===== src/rtl/wdog_pkg.sv =====
package wdog_pkg;
  localparam int ADDR_W  = 12;
  localparam int BUS_W   = 32;
  localparam int CNT_W   = 64;
  localparam int VER_LSB = 16;
  localparam int VER_W   = 4;

  // control frame
  localparam logic [ADDR_W-1:0] A_CTRL   = 12'h000;
  localparam logic [ADDR_W-1:0] A_OFF_LO = 12'h008;
  localparam logic [ADDR_W-1:0] A_OFF_HI = 12'h00C;
  localparam logic [ADDR_W-1:0] A_CMP_LO = 12'h010;
  localparam logic [ADDR_W-1:0] A_CMP_HI = 12'h014;
  // both frames
  localparam logic [ADDR_W-1:0] A_IDENT  = 12'hFCC;
  // refresh frame
  localparam logic [ADDR_W-1:0] A_KICK   = 12'h000;

  function automatic int offset_width(input int version);
    return (version == 0) ? 32 : 48;
  endfunction
endpackage


===== src/rtl/wdog_rst_sync.sv =====
module wdog_rst_sync #(
  parameter int STAGES = 2
) (
  input  logic clk,
  input  logic arst_ni,
  output logic rst_no
);
  logic [STAGES-1:0] sync_q;

  always_ff @(posedge clk or negedge arst_ni) begin
    if (!arst_ni) sync_q <= '0;
    else          sync_q <= {sync_q[STAGES-2:0], 1'b1};
  end

  assign rst_no = sync_q[STAGES-1];
endmodule


===== src/rtl/wdog_offset_reg.sv =====
module wdog_offset_reg
  import wdog_pkg::*;
#(
  parameter int OFF_W = 48
) (
  input  logic             clk,
  input  logic             rst_ni,
  input  logic             wr_lo_i,
  input  logic             wr_hi_i,
  input  logic [BUS_W-1:0] wdata_i,
  output logic [CNT_W-1:0] off_o,
  output logic [CNT_W-1:0] off_nxt_o
);
  localparam int HI_W = OFF_W - BUS_W;

  logic [OFF_W-1:0] off_q, off_d;
  logic             off_en;

  generate
    if (HI_W > 0) begin : g_wide
      always_comb begin
        off_d = off_q;
        if (wr_lo_i) off_d[BUS_W-1:0]     = wdata_i;
        if (wr_hi_i) off_d[OFF_W-1:BUS_W] = wdata_i[HI_W-1:0];
      end
    end else begin : g_narrow
      logic unused_hi;
      assign unused_hi = wr_hi_i;
      always_comb begin
        off_d = off_q;
        if (wr_lo_i) off_d = wdata_i[OFF_W-1:0];
      end
    end
  endgenerate

  assign off_en = wr_lo_i | wr_hi_i;

  always_ff @(posedge clk or negedge rst_ni) begin
    if (!rst_ni)     off_q <= '0;
    else if (off_en) off_q <= off_d;
  end

  assign off_o     = {{(CNT_W-OFF_W){1'b0}}, off_q};
  assign off_nxt_o = {{(CNT_W-OFF_W){1'b0}}, off_d};
endmodule


===== src/rtl/wdog_stage_ctrl.sv =====
module wdog_stage_ctrl
  import wdog_pkg::*;
(
  input  logic             clk,
  input  logic             rst_ni,
  input  logic             por_ni,
  input  logic [CNT_W-1:0] sys_cnt_i,
  input  logic             refresh_i,
  input  logic             en_wr_i,
  input  logic             en_val_i,
  input  logic             cmp_wr_lo_i,
  input  logic             cmp_wr_hi_i,
  input  logic [BUS_W-1:0] wdata_i,
  input  logic [CNT_W-1:0] offset_i,
  output logic             en_o,
  output logic             ws0_o,
  output logic             ws1_o,
  output logic [CNT_W-1:0] cmp_o
);
  logic             en_q, en_d;
  logic             ws0_q, ws0_d;
  logic             ws1_q, ws1_d;
  logic [CNT_W-1:0] cmp_q, cmp_d;
  logic [CNT_W-1:0] reload;
  logic             expired, cmp_wr, cmp_en;

  assign reload  = sys_cnt_i + offset_i;
  assign expired = en_q && (sys_cnt_i >= cmp_q);
  assign cmp_wr  = cmp_wr_lo_i | cmp_wr_hi_i;

  always_comb begin
    en_d   = en_q;
    ws0_d  = ws0_q;
    ws1_d  = ws1_q;
    cmp_d  = cmp_q;
    cmp_en = 1'b0;
    if (en_wr_i) en_d = en_val_i;
    if (refresh_i) begin
      ws0_d  = 1'b0;
      ws1_d  = 1'b0;
      cmp_d  = reload;
      cmp_en = 1'b1;
    end else begin
      if (cmp_wr_lo_i) cmp_d[BUS_W-1:0]     = wdata_i;
      if (cmp_wr_hi_i) cmp_d[CNT_W-1:BUS_W] = wdata_i;
      cmp_en = cmp_wr;
      if (expired) begin
        if (!ws0_q) begin
          ws0_d = 1'b1;
          if (!cmp_wr) begin
            cmp_d  = reload;
            cmp_en = 1'b1;
          end
        end else begin
          ws1_d = 1'b1;
        end
      end
    end
  end

  always_ff @(posedge clk or negedge rst_ni) begin
    if (!rst_ni) begin
      en_q  <= 1'b0;
      ws0_q <= 1'b0;
    end else begin
      en_q  <= en_d;
      ws0_q <= ws0_d;
    end
  end

  always_ff @(posedge clk or negedge rst_ni) begin
    if (!rst_ni)     cmp_q <= '0;
    else if (cmp_en) cmp_q <= cmp_d;
  end

  // stage-2 flag is kept across the ordinary reset
  always_ff @(posedge clk or negedge por_ni) begin
    if (!por_ni) ws1_q <= 1'b0;
    else         ws1_q <= ws1_d;
  end

  assign en_o  = en_q;
  assign ws0_o = ws0_q;
  assign ws1_o = ws1_q;
  assign cmp_o = cmp_q;
endmodule


===== src/rtl/wdog_two_stage.sv =====
module wdog_two_stage
  import wdog_pkg::*;
#(
  parameter int VERSION     = 1,
  parameter int SYNC_STAGES = 2
) (
  input  logic              clk,
  input  logic              rst_ni,
  input  logic              por_ni,
  input  logic [CNT_W-1:0]  sys_cnt_i,
  input  logic [ADDR_W-1:0] rf_addr_i,
  input  logic              rf_wr_i,
  input  logic              rf_rd_i,
  input  logic [BUS_W-1:0]  rf_wdata_i,
  output logic [BUS_W-1:0]  rf_rdata_o,
  input  logic [ADDR_W-1:0] cf_addr_i,
  input  logic              cf_wr_i,
  input  logic              cf_rd_i,
  input  logic [BUS_W-1:0]  cf_wdata_i,
  output logic [BUS_W-1:0]  cf_rdata_o,
  output logic              stage1_irq_o,
  output logic              stage2_rst_o
);
  localparam int OFF_W  = offset_width(VERSION);
  localparam bit HAS_HI = (OFF_W > BUS_W);
  localparam logic [BUS_W-1:0] ID_WORD =
    BUS_W'(VERSION % (1 << VER_W)) << VER_LSB;

  logic rst_n_s, por_n_s, any_rst_n;
  logic unused_rf_data;

  assign any_rst_n      = rst_ni & por_ni;
  assign unused_rf_data = ^rf_wdata_i;

  wdog_rst_sync #(.STAGES(SYNC_STAGES)) u_sync_rst (
    .clk(clk), .arst_ni(any_rst_n), .rst_no(rst_n_s));
  wdog_rst_sync #(.STAGES(SYNC_STAGES)) u_sync_por (
    .clk(clk), .arst_ni(por_ni), .rst_no(por_n_s));

  // write decode
  logic ctrl_wr, off_lo_wr, off_hi_wr, cmp_lo_wr, cmp_hi_wr, kick_wr;
  logic refresh_w;

  assign ctrl_wr   = cf_wr_i && (cf_addr_i == A_CTRL);
  assign off_lo_wr = cf_wr_i && (cf_addr_i == A_OFF_LO);
  assign off_hi_wr = cf_wr_i && (cf_addr_i == A_OFF_HI) && HAS_HI;
  assign cmp_lo_wr = cf_wr_i && (cf_addr_i == A_CMP_LO);
  assign cmp_hi_wr = cf_wr_i && (cf_addr_i == A_CMP_HI);
  assign kick_wr   = rf_wr_i && (rf_addr_i == A_KICK);
  assign refresh_w = kick_wr | ctrl_wr | off_lo_wr | off_hi_wr;

  logic [CNT_W-1:0] off_w, off_nxt_w, cmp_w;
  logic             en_w, ws0_w, ws1_w;

  wdog_offset_reg #(.OFF_W(OFF_W)) u_off (
    .clk       (clk),
    .rst_ni    (rst_n_s),
    .wr_lo_i   (off_lo_wr),
    .wr_hi_i   (off_hi_wr),
    .wdata_i   (cf_wdata_i),
    .off_o     (off_w),
    .off_nxt_o (off_nxt_w)
  );

  wdog_stage_ctrl u_stage (
    .clk         (clk),
    .rst_ni      (rst_n_s),
    .por_ni      (por_n_s),
    .sys_cnt_i   (sys_cnt_i),
    .refresh_i   (refresh_w),
    .en_wr_i     (ctrl_wr),
    .en_val_i    (cf_wdata_i[0]),
    .cmp_wr_lo_i (cmp_lo_wr),
    .cmp_wr_hi_i (cmp_hi_wr),
    .wdata_i     (cf_wdata_i),
    .offset_i    (off_nxt_w),
    .en_o        (en_w),
    .ws0_o       (ws0_w),
    .ws1_o       (ws1_w),
    .cmp_o       (cmp_w)
  );

  // read paths
  logic [BUS_W-1:0] cf_mux, rf_mux;

  always_comb begin
    unique case (cf_addr_i)
      A_CTRL:   cf_mux = {{(BUS_W-3){1'b0}}, ws1_w, ws0_w, en_w};
      A_OFF_LO: cf_mux = off_w[BUS_W-1:0];
      A_OFF_HI: cf_mux = off_w[CNT_W-1:BUS_W];
      A_CMP_LO: cf_mux = cmp_w[BUS_W-1:0];
      A_CMP_HI: cf_mux = cmp_w[CNT_W-1:BUS_W];
      A_IDENT:  cf_mux = ID_WORD;
      default:  cf_mux = '0;
    endcase
  end

  assign rf_mux = (rf_addr_i == A_IDENT) ? ID_WORD : '0;

  always_ff @(posedge clk or negedge rst_n_s) begin
    if (!rst_n_s) begin
      cf_rdata_o <= '0;
      rf_rdata_o <= '0;
    end else begin
      cf_rdata_o <= cf_rd_i ? cf_mux : '0;
      rf_rdata_o <= rf_rd_i ? rf_mux : '0;
    end
  end

  assign stage1_irq_o = ws0_w;
  assign stage2_rst_o = ws1_w & en_w;
endmodule


===== config.mk =====
export PLATFORM = sky130hd
export DESIGN_NAME = wdog_two_stage
export DESIGN_NICKNAME = d
export VERILOG_FILES = /design/src/rtl/wdog_pkg.sv /design/src/rtl/wdog_rst_sync.sv /design/src/rtl/wdog_offset_reg.sv /design/src/rtl/wdog_stage_ctrl.sv /design/src/rtl/wdog_two_stage.sv
export SDC_FILE = /design/constraint.sdc
export NUM_CORES = 1
export LEC_CHECK = 0
export BUFFER_PORTS_ARGS = -buffer_cell sky130_fd_sc_hd__buf_2
export CAP_MARGIN = 0
export CORE_MARGIN = 5
export CORE_UTILIZATION = 35
export CTS_BUF_LIST = sky130_fd_sc_hd__clkbuf_4 sky130_fd_sc_hd__clkbuf_8
export DETAILED_ROUTE_END_ITERATION = 8
export SLEW_MARGIN = 30
export SYNTH_ARGS = -nofsm -noshare
export SYNTH_HDL_FRONTEND = slang
export SYNTH_SLANG_ARGS = --single-unit

===== constraint.sdc =====
create_clock -name clk -period 11.6 [get_ports clk]
set_clock_uncertainty 0.15 [all_clocks]
set_input_delay 1.74 -clock clk [delete_from_list [all_inputs] [get_ports clk]]
set_output_delay 1.74 -clock clk [all_outputs]
set_load 0.05 [all_outputs]

Word level (Yosys, flattened, before mapping) --
Cells that the tools add are included.
Word-level totals: input bits 159, output and inout bits 66, word-level logic and storage cells 56, register bits after elaboration 168
Operators by class: reduce and logical (&&, ||, !) cells 12, $lt $le $gt $ge 1, add/sub/neg operators 1, equal/unequal tests 6, multiplexer cells 20, bitwise logic cells 7
Operators by type and width (count):
- two-way mux 64 bit | 4
- one-hot mux 32 bit (6 select lines) | 1
- two-way mux 32 bit | 4
- adder 64 x 48 -> 64 bit | 1
- >= comparator 64 bit | 1
- two-way mux 17 bit | 2
- == test 12 bit, second input constant | 2
- == test 12 x 4 -> 1 bit, second input constant | 2
- == test 12 x 5 -> 1 bit, second input constant | 2
- logical NOT 12 bit | 2
- two-way mux 16 bit | 1
- two-way mux 1 bit | 8
- logical AND 1 bit | 7
- bitwise OR 1 bit | 5
- nonzero test 2 bit | 2
- bitwise AND 1 bit | 2
- AND reduction 2 bit | 1

Logic depth before layout (Yosys ltp) --
depth in word-level cells 8, depth in mapped cells 20, depth with buffers taken out 17

By module --
Synthesis repeated with hierarchy kept, for this count alone.
Unflattened totals: cell total of the unflattened synthesis 1478, area total of the unflattened synthesis 14031.0 um^2
Modules (own cells, without submodules):
- wdog_stage_ctrl | cells each 1056, sequential area each 1676.6 um^2, area each 8290.5 um^2, times used 1
- wdog_offset_reg | cells each 188, sequential area each 1201.2 um^2, area each 2942.8 um^2, times used 1
- wdog_two_stage | cells each 228, sequential area each 825.8 um^2, area each 2690.1 um^2, times used 1
- wdog_rst_sync | cells each 3, sequential area each 50.0 um^2, area each 53.8 um^2, times used 2

Worst setup path before layout --
Ideal clock, no wire load.
path type input port to flip-flop, start input cf_addr_i[9], end register u_stage.cmp_q[47], in the netlist u_stage.cmp_o[47], cell stages on the path 19, required time 11.371 ns, setup time 0.079 ns, data arrival time 6.015 ns, setup slack 5.356 ns, buffers on the path 4, cell sequence nor4_1 nand2_1 nor2_1 buf_2 and3_1 clkbuf_1 clkbuf_1 mux2_2 ha_1 buf_6 a21o_1 a21o_1 a221o_1 or4_1 o21ai_2 o21ai_2 a211o_1 a32o_1 mux2i_1
Between the ends: longest elaborated chain between the ends 8, elaborated cells between the ends (all ways) 25, those cells by class add/sub: 1; eq/ne: 4; mux: 10; bitwise: 4; reduce/logical: 6
Ends and longest elaborated chain:
- start, declared | RTL line wdog_two_stage.sv:16 | input logic [ADDR_W-1:0] cf_addr_i,
- == test 12 x 4 -> 1 bit * | RTL line wdog_two_stage.sv:45 | assign off_lo_wr = cf_wr_i && (cf_addr_i == A_OFF_LO);
- logical AND 1 bit * | RTL line wdog_two_stage.sv:45
- two-way mux 32 bit * | RTL line wdog_offset_reg.sv:23 | if (wr_lo_i) off_d[BUS_W-1:0] = wdata_i;
- named net off_nxt_w[24] | RTL line wdog_two_stage.sv:52 | logic [CNT_W-1:0] off_w, off_nxt_w, cmp_w;
- adder 64 x 48 -> 64 bit * | RTL line wdog_stage_ctrl.sv:27 | assign reload = sys_cnt_i + offset_i;
- two-way mux 64 bit | RTL line wdog_stage_ctrl.sv:50 | if (!cmp_wr) begin
- two-way mux 64 bit | RTL line wdog_stage_ctrl.sv:48 | if (!ws0_q) begin
- two-way mux 64 bit | RTL line wdog_stage_ctrl.sv:47 | if (expired) begin
- two-way mux 64 bit * | RTL line wdog_stage_ctrl.sv:38 | if (refresh_i) begin
- end signal, assigned | RTL line wdog_stage_ctrl.sv:73 | else if (cmp_en) cmp_q <= cmp_d;
- end, declared | RTL line wdog_stage_ctrl.sv:23 | logic [CNT_W-1:0] cmp_q, cmp_d;
The timed path passes the listed nets; every way through them passes the cells marked *. A chain may end at the register's enable or synchronous reset.

Final worst setup path --
start input cf_addr_i[5], end register u_stage.cmp_q[60], in the netlist u_stage.cmp_o[60]
Same word-level chain as after synthesis.

==> impl_metrics.yaml <==
status:
  outcome: "finished clean"
sta:
  final_hold_viol_count: 0
  tns_ps: 0
  min_period_ps: 7210
  layout_setup_ws_ps: 4390
  setup_viol: 0
  whs_ps: 167
  relSlewSlack_pct: 38.0
  period_share_pct: 62.2
  tightest_slew_ps: 921
  fmax_mhz: 139
  drv_slew: 0
  rsz0062_at_grt: "false"
setup_path:
  end_kind: "flip-flop"
  worstPathArrival_ps: 7410
  startpoint_type: "input pin"
  crit_fanout: 37
  critPathKind: "input pin to flip-flop"
  required_ps: 11800
  reg2reg_slack_ps: 6950
  cp-startpoint: "cf_addr_i[5]"
  timing.rr.start: "u_stage.cmp_o[0]$_DFFE_PN0P_"
cts:
  cts_resized: 0
  cts_tree: "yes"
  clk_pin_slew_worst_paths_ps: 100
  clkSinkCount: 152
  root_buffer: "clkbuf_8"
  insertion_delay_ps: 490
  clk_path_buf_depth: 2
  cts_made_buffers: 17
  htree_levels: 4
  cts_setup_buffers: 0
  cts-hold-fix-buffers: 1
power:
  power_density_nw_per_um2: 86.5
  finalPower_mw: 1.24
  internal-power_mw: 0.843
  p_leak_nw: 6.83
  power_frac_seq_pct: 45.2
  power_switching_mw: 0.401
  clockPowerShare_pct: 36.9
  p_comb_share_pct: 17.9
  peakVddDrop_mv: 0.0587
  power_switching_share_pct: 32.2
grt:
  antenna_found_initial: 6
  grt_pass1_wl_um: 63000
  first_global_vias: 10800
  track_usage_pct: 19.7
  grt_max_degree: 71
  overflow: 0
detailed_routing:
  drt_iter0_markers: 776
  drt_first_pass_iters: 6
  post_drt_via_cell_ratio: 5.48
  wl_per_cell_um: 20.6
  ant_nets: 0
  remaining_drc_errors: 0
  drt-total-wl_um: 40800
  vias: 10900
die:
  die_h_um: 201
  die_x_um: 201
  fp.dieArea_sq_um: 40500
  start_util_pct: 35.2
  ios: 225
  rows: 70
  fp.coreArea_sq_um: 36300
synthesis:
  synth_area_per_cell_sq_um: 9.36
  netlist_instances: 1368
  synth-edff-count: 0
  synth_most_common_cell: "mux2i_1"
  synth_area_sq_um: 12800
  synthArstFlopShare_pct: 100
  ys_types: 72
  synth_top_area_share_pct: 29.7
  ys_warn_count: 0
  ys_seq_area_share_pct: 29.7
  synth_flop_cell: "dfrtp_1"
  synth_seq_cells: 152
  synth_area_leader_cell: "dfrtp_1"
  yosys-top-cells-area: "dfrtp_1, mux2i_1, ha_1"
  netlist_top_cells_count: "mux2i_1, dfrtp_1, ha_1"
job:
  drv_cap: 0
placement:
  hpwlAfterDp_um: 32200
  post-place-ws_ps: 3920
  placed_cell_area_sq_um: 13900
  placedCellCount: 1947
  place.gp.congestion: 0.918
  io_buffers: 161
layout:
  fin_util_pct: 39.6
  multi_input_area_sq_um: 8310
  synthToLayoutAreaGrowth_pct: 12.2
  fin_nets: 1777
  finalNonFillerCells: 1981
  drive_gt1_share_pct: 21.4
  nFillCells: 3649
  seqCellArea_sq_um: 3810
  final_area_sq_um: 14400
min_path:
  min_path_type: "flip-flop to async pin"
[placed cells by master (no fill, tap or decap), drive strengths merged, types with 16 or more instances in the layout]
master	count
dfrtp	152
nand3	31
xnor2	26
nand4	32
a22oi	16
ha	118
mux2i	158
nor2	91
mux2	100
nand2	70
a31oi	25
o21ai	41
buf	174
xor2	28
a21oi	93
clkbuf	17
conb	33
a21o	40
inv	88
[flip-flops by register name (all words and copies together), names as in the netlist]
signal	cells
u_stage.en_o	1
cf_rdata_o	32
u_sync_rst.sync_q	2
u_stage.ws1_o	1
u_sync_por.sync_q	2
rf_rdata_o	1
u_stage.ws0_o	1
u_off.off_q	48
u_stage.cmp_o	64
[cell families (layout without fill, tap and decap cells)]
| kind of cell | after synthesis | in the layout | synth area share, % |
|---|---|---|---|
| other cells | 2 | 34 | 0.0586 |
| mux | 258 | 258 | 21.1 |
| compound gates | 304 | 304 | 15.6 |
| simple gates | 302 | 302 | 11.5 |
| buf+inv | 177 | 290 | 6.64 |
| fa+ha+maj | 119 | 119 | 11.7 |
| flops | 152 | 152 | 29.7 |
| xor+xnor | 54 | 54 | 3.69 |
[worst paths after layout]
| path | depth (start not counted) | end |
|---|---|---|
| min in group clk | 0 | u_sync_por.sync_q[1]$_DFF_PN0_ |
| hold reg to reg | 0 | cf_rdata_o[1]$_DFF_PN0_ |
| setup / recovery | 18 | u_stage.cmp_o[60]$_DFFE_PN0P_ |
| max in group asynchronous | 2 | u_stage.cmp_o[6]$_DFFE_PN0P_ |
| setup reg to reg | 12 | u_stage.cmp_o[5]$_DFFE_PN0P_ |
| hold / removal | 0 | cf_rdata_o[1]$_DFF_PN0_ |
[layer usage]
metal	vias to the layer above	part of all wire (%)	GRT usage [%]	wire [um]
met1	5287	45	26.6	18500
met4	10	2.4	6.08	975
met5	-	0.16	0	65
met2	305	46	31.6	18800
li1	5188	-	-	-
met3	60	5.9	4.38	2420
[power groups by stage]
| stage | Combinational [mW] | Clock (mW) | Sequential, mW |
|---|---|---|---|
| 6_report | 0.222 | 0.459 | 0.562 |
| 5_1_grt | 0.247 | 0.489 | 0.565 |
| 4_1_cts | 0.222 | 0.468 | 0.562 |
| 3_5_place_dp | 0.220 | 0 | 0.573 |
| 3_3_place_gp | 0.211 | 0 | 0.575 |
| 2_1_floorplan | 0.144 | 0 | 0.572 |
[cell type report]
type                            count  share of cell area [%]
Antenna cell                        1                  0.0174
Clock buffer                       17                    1.63
Clock inverter                     15                    1.34
Inverter                           83                    2.17
Multi-Input combinational cell   1070                    57.8
Sequential cell                   152                    26.5
Tap cell                          468                    4.07
Timing Repair Buffer              175                    6.49
[worst max-delay path: stages]
cell,delay (ps)
buf_2,140
nor4_1,370
nand2_1,140
nor2_1,120
buf_4,320
and3_2,750
buf_4,580
mux2_2,410
ha_1,430
nand2_1,170
nor4_1,290
a22oi_1,130
a311oi_2,510
nor2_1,190
o2111ai_2,540
nand4_1,180
xor2_1,250
mux2i_1,100
Power figures use the tool's default switching activity.
